==> src/rtl/tmr_chan.sv <==
module tmr_chan #(
  parameter int CHAN_IDX = 0,
  parameter int CW = 16,
  localparam int BW = 8,
  localparam int HW = CW - BW
) (
  input  logic          clk,
  input  logic          rst_n,
  input  logic [CW-1:0] cnt_val,
  input  logic          cnt_ovf,
  input  logic          wr_en,
  input  logic          rd_en,
  input  logic [1:0]    addr,
  input  logic [BW-1:0] wdata,
  output logic [BW-1:0] rdata,
  input  logic          pin_in,
  output logic          pin_out,
  output logic          irq
);

  logic          flag, armed, ie, msb, msa, inhibit, pin_q, pin_r;
  logic [1:0]    els;
  logic [CW-1:0] cval, shadow;
  logic [HW-1:0] hi_hold;
  logic          active, cap_mode, cmp_mode, cap_evt, match, evt;
  logic          wr_ctl, wr_hi, wr_lo, rd_ctl, clr_ok;

  assign active   = |els;
  assign cap_mode = active & ~msb & ~msa;
  assign cmp_mode = active & (msa | msb);
  assign cap_evt  = cap_mode & ((els[0] & pin_in & ~pin_q) | (els[1] & ~pin_in & pin_q));
  assign match    = cmp_mode & ~inhibit & (cnt_val == cval);
  assign evt      = cap_evt | match;

  assign wr_ctl = wr_en & (addr == 2'd0);
  assign wr_hi  = wr_en & (addr == 2'd1);
  assign wr_lo  = wr_en & (addr == 2'd2);
  assign rd_ctl = rd_en & (addr == 2'd0);
  assign clr_ok = wr_ctl & ~wdata[7] & armed;

  always_ff @(posedge clk) begin
    if (!rst_n) begin
      flag  <= 1'b0;
      armed <= 1'b0;
    end else begin
      if (evt) flag <= 1'b1;
      else if (clr_ok) flag <= 1'b0;
      if (evt || wr_ctl) armed <= 1'b0;
      else if (rd_ctl && flag) armed <= 1'b1;
    end
  end

  always_ff @(posedge clk) begin
    if (!rst_n) begin
      ie  <= 1'b0;
      msa <= 1'b0;
      els <= 2'b00;
    end else if (wr_ctl) begin
      ie  <= wdata[6];
      msa <= wdata[4];
      els <= wdata[3:2];
    end
  end

  generate
    if (CHAN_IDX == 0) begin : g_buf
      logic msb_r;
      always_ff @(posedge clk) begin
        if (!rst_n) msb_r <= 1'b0;
        else if (wr_ctl) msb_r <= wdata[5];
      end
      assign msb = msb_r;
    end else begin : g_nobuf
      assign msb = 1'b0;
    end
  endgenerate

  always_ff @(posedge clk) begin
    if (!rst_n) begin
      cval    <= '0;
      shadow  <= '0;
      hi_hold <= '0;
      inhibit <= 1'b0;
    end else begin
      if (cnt_ovf && msb) cval <= shadow;
      if (wr_hi) begin
        hi_hold <= wdata[HW-1:0];
        inhibit <= 1'b1;
      end
      if (wr_lo) begin
        inhibit <= 1'b0;
        if (msb) shadow <= {hi_hold, wdata};
        else     cval   <= {hi_hold, wdata};
      end
      if (cap_evt) cval <= cnt_val;
    end
  end

  always_ff @(posedge clk) begin
    if (!rst_n) begin
      pin_q <= 1'b0;
      pin_r <= 1'b1;
    end else begin
      pin_q <= pin_in;
      if (!active) pin_r <= ~msa;
      else if (cmp_mode) begin
        if (match) begin
          case (els)
            2'b01:   pin_r <= ~pin_r;
            2'b10:   pin_r <= 1'b0;
            default: pin_r <= 1'b1;
          endcase
        end else if (cnt_ovf && els == 2'b10) pin_r <= 1'b1;
        else if (cnt_ovf && els == 2'b11) pin_r <= 1'b0;
      end
    end
  end

  always_comb begin
    case (addr)
      2'd0:    rdata = {flag, ie, msb, msa, els, 2'b00};
      2'd1:    rdata = cval[CW-1:BW];
      2'd2:    rdata = cval[BW-1:0];
      default: rdata = '0;
    endcase
  end

  assign pin_out = pin_r;
  assign irq     = flag & ie;

endmodule

==> config.mk <==
export PLATFORM = sky130hd
export DESIGN_NAME = tmr_chan
export DESIGN_NICKNAME = d
export VERILOG_FILES = /design/src/rtl/tmr_chan.sv
export SDC_FILE = /design/constraint.sdc
export NUM_CORES = 1
export LEC_CHECK = 0
export BUFFER_PORTS_ARGS = -buffer_cell sky130_fd_sc_hd__buf_2
export CAP_MARGIN = 20
export CORE_AREA = 4 4 105 67
export DETAILED_ROUTE_END_ITERATION = 12
export DIE_AREA = 0 0 109 71
export GPL_ROUTABILITY_DRIVEN = 0
export HOLD_SLACK_MARGIN = 0.05
export PLACE_DENSITY = 0.7
export SLEW_MARGIN = 15
export SYNTH_ARGS = -nofsm -noshare
export SYNTH_HDL_FRONTEND = slang
export SYNTH_SLANG_ARGS = --single-unit
==> constraint.sdc <==
create_clock -name clk -period 4.4 [get_ports clk]
set_clock_uncertainty 0.05 [all_clocks]
set_input_delay 0.22 -clock clk [delete_from_list [all_inputs] [get_ports clk]]
set_output_delay 0.22 -clock clk [all_outputs]
set_load 0.05 [all_outputs]
# [Word-level counts from Yosys, hierarchy flattened]
# Index checks and enable logic that the tools add are counted.
# W data, S select, Z words.
[totals] regBits=50 inputBits=32 output_inout_bits=10 elab_cells=73
[op_classes] eq_ne=8 mux=13 n_bitwise=28 n_reduce_logical=12
[ops] op="$mux W16" n=4
[ops] op="$pmux W8 S3" n=1
[ops] op="$and A1 B1 Y1" n=17
[ops] op="$eq A16 B16 Y1" n=1
[ops] op="$not A1 Y1" n=8
[ops] op="$mux W1" n=7
[ops] op="$eq A2 B2 Y1 const B" n=3
[ops] op="$reduce_or A2 Y1" n=3
[ops] op="$eq A2 B1 Y1 const B" n=2
[ops] op="$logic_and A1 B1 Y1" n=4
[ops] op="$ne A4 B1 Y1 const B" n=1
[ops] op="$reduce_and A2 Y1" n=2
[ops] op="$or A1 B1 Y1" n=3
[ops] op="$logic_not A2 Y1" n=1
[ops] op="$ne A2 B1 Y1 const B" n=1
[ops] op="$pmux W1 S2" n=1
[ops] op="$reduce_bool A2 Y1" n=1
[ops] op="$logic_or A1 B1 Y1" n=1

# [Logic depth before layout (Yosys ltp)]
[logic_depth] word_depth=8 ltp_mapped=8 ltp_nobuf=5

# [Worst setup path after synthesis]
# Ideal clock, no wire load.
[synth_path] path_type="reg-to-output" from="register g_buf.msb_r" to="output port rdata[5]" arrival_time_ns=1.906 required_time_ns=4.130 setup_slack_ns=2.224 path_stages_with_launch=5 n_path_buf=2 path_cell_list="dfxtp_1 buf_2 clkbuf_1 mux2i_1 o21ai_0"
[synth_via] elab_chain_len=1
[synth_rtl] element="start: declaration" line_no="67" text="logic msb_r;"
[synth_rtl] element="start signal: assignment" line_no="70" text="else if (wr_ctl) msb_r <= wdata[5];"
[synth_rtl] element="$pmux W8 S3" line_no="120" text="case (addr)"
[synth_rtl] element="end: declaration" line_no="15" text="output logic [BW-1:0] rdata,"
# Every way passes these cells.

# [Worst setup path in the final report]
[layout_path] from="register g_buf.msb_r" to="register cval[7]"
[layout_via] elab_chain_len=5 elab_cells_between_ends=9 cone_classes="4 x mux; 4 x bitwise; 1 x reduce/logical"
[layout_rtl] element="$logic_and A1 B1 Y1 or $not A1 Y1 (tied branches)" line_no="85, 29"
[layout_rtl] element="$mux W16 or $and A1 B1 Y1 (tied branches)" line_no="85, 29"
[layout_rtl] element="$mux W16 or $and A1 B1 Y1 (tied branches)" line_no="92, 29"
[layout_rtl] element="$mux W16 or $and A1 B1 Y1 (tied branches)" line_no="90, 31"
[layout_rtl] element="$mux W16 *" line_no="95" text="if (cap_evt) cval <= cnt_val;"
[layout_rtl] element="end signal: assignment" line_no="85" text="if (cnt_ovf && msb) cval <= shadow;"
[layout_rtl] element="end signal: assignment" line_no="93" text="else cval <= {hi_hold, wdata};"
[layout_rtl] element="end signal: assignment" line_no="95"
[layout_rtl] element="end: declaration" line_no="23" text="logic [CW-1:0] cval, shadow;"
# Mark *: on every way between the ends. The rest lies on a longest branch, timed or not.
# A chain may end at the register's enable or synchronous reset.

==> metrics <==
nets@finish=between 300 and 400; syn_nets=370; Initial Utilization=0.442; die width=109 um; vias per std cell=5.44; reg2reg end=cval[7]; syn avg cell area=just under 8 um^2; Reg-to-Reg Start=g_buf.msb_r; Reg2Reg Depth=6; most frequent cells in the layout=68 x nand2_1, 50 x dfxtp_1, 41 x buf_2; pin count of the biggest net entering global routing=52; slew at the pin closest to its max-slew limit=0.922 ns; RSZ-0062 raised after global routing=no; # setup viols final=0; synthesized flop and latch total=50; CTS root buf=clkbuf_8; Crit path required time=4.60 ns; status=finished, final reports clean; Critical Path End Type=register; met1 usage=0.330; area delta synth->final=11.4%; Worst Hold Path Cells=2; placed cell areas=between 0.002 and 0.003 mm^2; clk buf depth=2; EDFF count, synth=0; ANT nets after route=0; mapped cell area=approximately 0.0027 mm^2; total CTS buffers=5; maximum VDD drop=137 uV; Clk pin slew, worst setup/hold paths=approximately 0.10 ns; Reg power frac=0.539; Netlist cell types=34; Yosys warnings=0; Net Sw Power=267 uW; Setup TNS=0 ns; most common cell after layout, fill and taps aside=nand2_1; cts hold-fix bufs=0; Clock Latency Late Sink=0.31 ns; DP HPWL=5460 um; CTS tree=built; hold endpoint=pin_q; full die area=0.00774 mm^2; grt peak-use layer=met1; # port buffers=41; critical path launch point type=register; most used flip-flop cell after synthesis=dfxtp_1; met3 usage=0.0647; Async SR Flop Fraction=0; ant diodes=0; P_leak=1.11 nW; global-route wire length before repair=12000 um; min Tclk post-route=2.41 ns; clock share of power=0.315; drt pass-1 iters=4; Slew HR=0.384; final hold vios=0; H-tree depth=2; met2 usage=0.247; starting DRC count in detailed routing=200; max-slew violations=0; Synth Instances=338; total number of vias=2414; internal power=635 uW; number of global-route vias before repair=2177; grt ovf=0; Final Instance Area=0.00297 mm^2; Total GRT Usage=0.202; Switching Fraction=0.296; Sink Count=50; WL final=7570 um; total core area=0.00603 mm^2; Worst EP arrival=2.61 ns; Peak Freq=0.415 GHz; Period Utilization, post-route=0.547; r2r setup slk=around 2 ns; Std-Cell Rows=22; combinational share of power=0.146; MaxCap Viol Count=0; PD cells=303 mW/mm^2; per-cell routed wire length=between 15 and 20 um; share of cells above drive strength 1=0.147; Die Ht=71 um; initial antenna violation count=0; hold path startpoint=pin_in; PostCTS Resize Cnt=0; DR DRC count=0; Hold Path Class=in2reg; CP Max Fanout=27; register area share after synthesis=0.375; IO Pins=42; Setup Fix Bufs, Post-CTS=0; Crit Path Class=reg2reg
==> flip-flops by register name, indices dropped and copies added, names as in the netlist, 2 cells and up <==
| signal | count |
|---|---|
| els | 2 |
| cval | 16 |
| hi_hold | 8 |
| shadow | 16 |
==> final cells by class <==
| class | count | area (um^2) |
|---|---|---|
| clock buffers | 5 | 68.8 |
| clock inverters | 3 | 25.0 |
| fillers | 623 | 3060 |
| inverters | 3 | 11.3 |
| multi-input cells | 256 | 1540 |
| flip-flops and latches | 50 | 1000 |
| well taps | 84 | 105 |
| repair buffers | 43 | 224 |
==> synthesized netlist by cell type (all sizes together) (2+ instances only) <==
| library cell | instances | share of area |
|---|---|---|
| a21boi | 24 | 0.068 |
| buf | 14 | 0.026 |
| a311oi | 16 | 0.053 |
| nor2 | 17 | 0.024 |
| o31a | 2 | 0.0066 |
| mux2i | 11 | 0.041 |
| nand2 | 68 | 0.096 |
| dfxtp | 50 | 0.38 |
| inv | 3 | 0.0042 |
| clkbuf | 15 | 0.021 |
| a22o | 2 | 0.0066 |
| o21ai | 11 | 0.021 |
| xnor2 | 4 | 0.013 |
| nand3b | 2 | 0.0056 |
| and2 | 3 | 0.0070 |
| xor2 | 12 | 0.039 |
| nor2b | 23 | 0.054 |
| a21oi | 17 | 0.032 |
| nor4 | 5 | 0.017 |
| nand3 | 27 | 0.051 |
==> power groups by stage <==
stage	registers [mW]	logic, mW	clock network, mW
final	0.485	0.132	0.284
after global routing	0.488	0.146	0.306
after CTS	0.485	0.131	0.288
after detailed placement	0.496	0.130	0
after global placement	0.495	0.128	0
after floorplan	0.488	0.0921	0
==> logic make-up after synthesis <==
logic type                share of synthesized area
and+or+nand+nor                               0.270
xor gates and xnor gates                     0.0526
DFF                                           0.375
muxes                                        0.0455
buffers and inverters                        0.0516
AOI/OAI and AO/OA                             0.205
==> worst max-delay path by stage <==
stage / startpoint / end / cells after the start
6_report: g_buf.msb_r / cval[7] / 6
5_1_grt: g_buf.msb_r / cval[10] / 6
4_1_cts: g_buf.msb_r / cval[10] / 6
3_5_place_dp: g_buf.msb_r / cval[10] / 6
3_3_place_gp: g_buf.msb_r / cval[7] / 4
2_1_floorplan: g_buf.msb_r / rdata[5] / 4
==> worst max-delay path: stages (launching register included) <==
cell and delay, ns:
dfxtp_1 0.90, nand4bb_1 0.62, buf_6 0.26, nor2_1 0.05, a311oi_1 0.28, a21oi_1 0.07
nor2b_1 0.11
==> metrics by stage <==
step | worst slack, ns | hold WS (ns) | util | instances | total power [mW]
final | 1.99 | 0.0921 | 0.493 | 444 | 0.901
after detailed placement | 2.06 | 0.413 | 0.477 | 436 | 0.626
after global routing | 1.76 | 0.102 | 0.493 | 444 | 0.939
after CTS | 2.03 | 0.0867 | 0.493 | 444 | 0.904
after floorplan | 2.22 | 0.292 | - | 338 | 0.580
after global placement | 1.95 | 0.403 | 0.475 | 435 | 0.623
==> layer usage <==
layer  wire (um)  vias up
li1            -     1208
met1        3740     1101
met2        2850      101
met3         948        4
met4          31        0
met5           0        -
No activity file was read; power rests on OpenSTA's default activity.
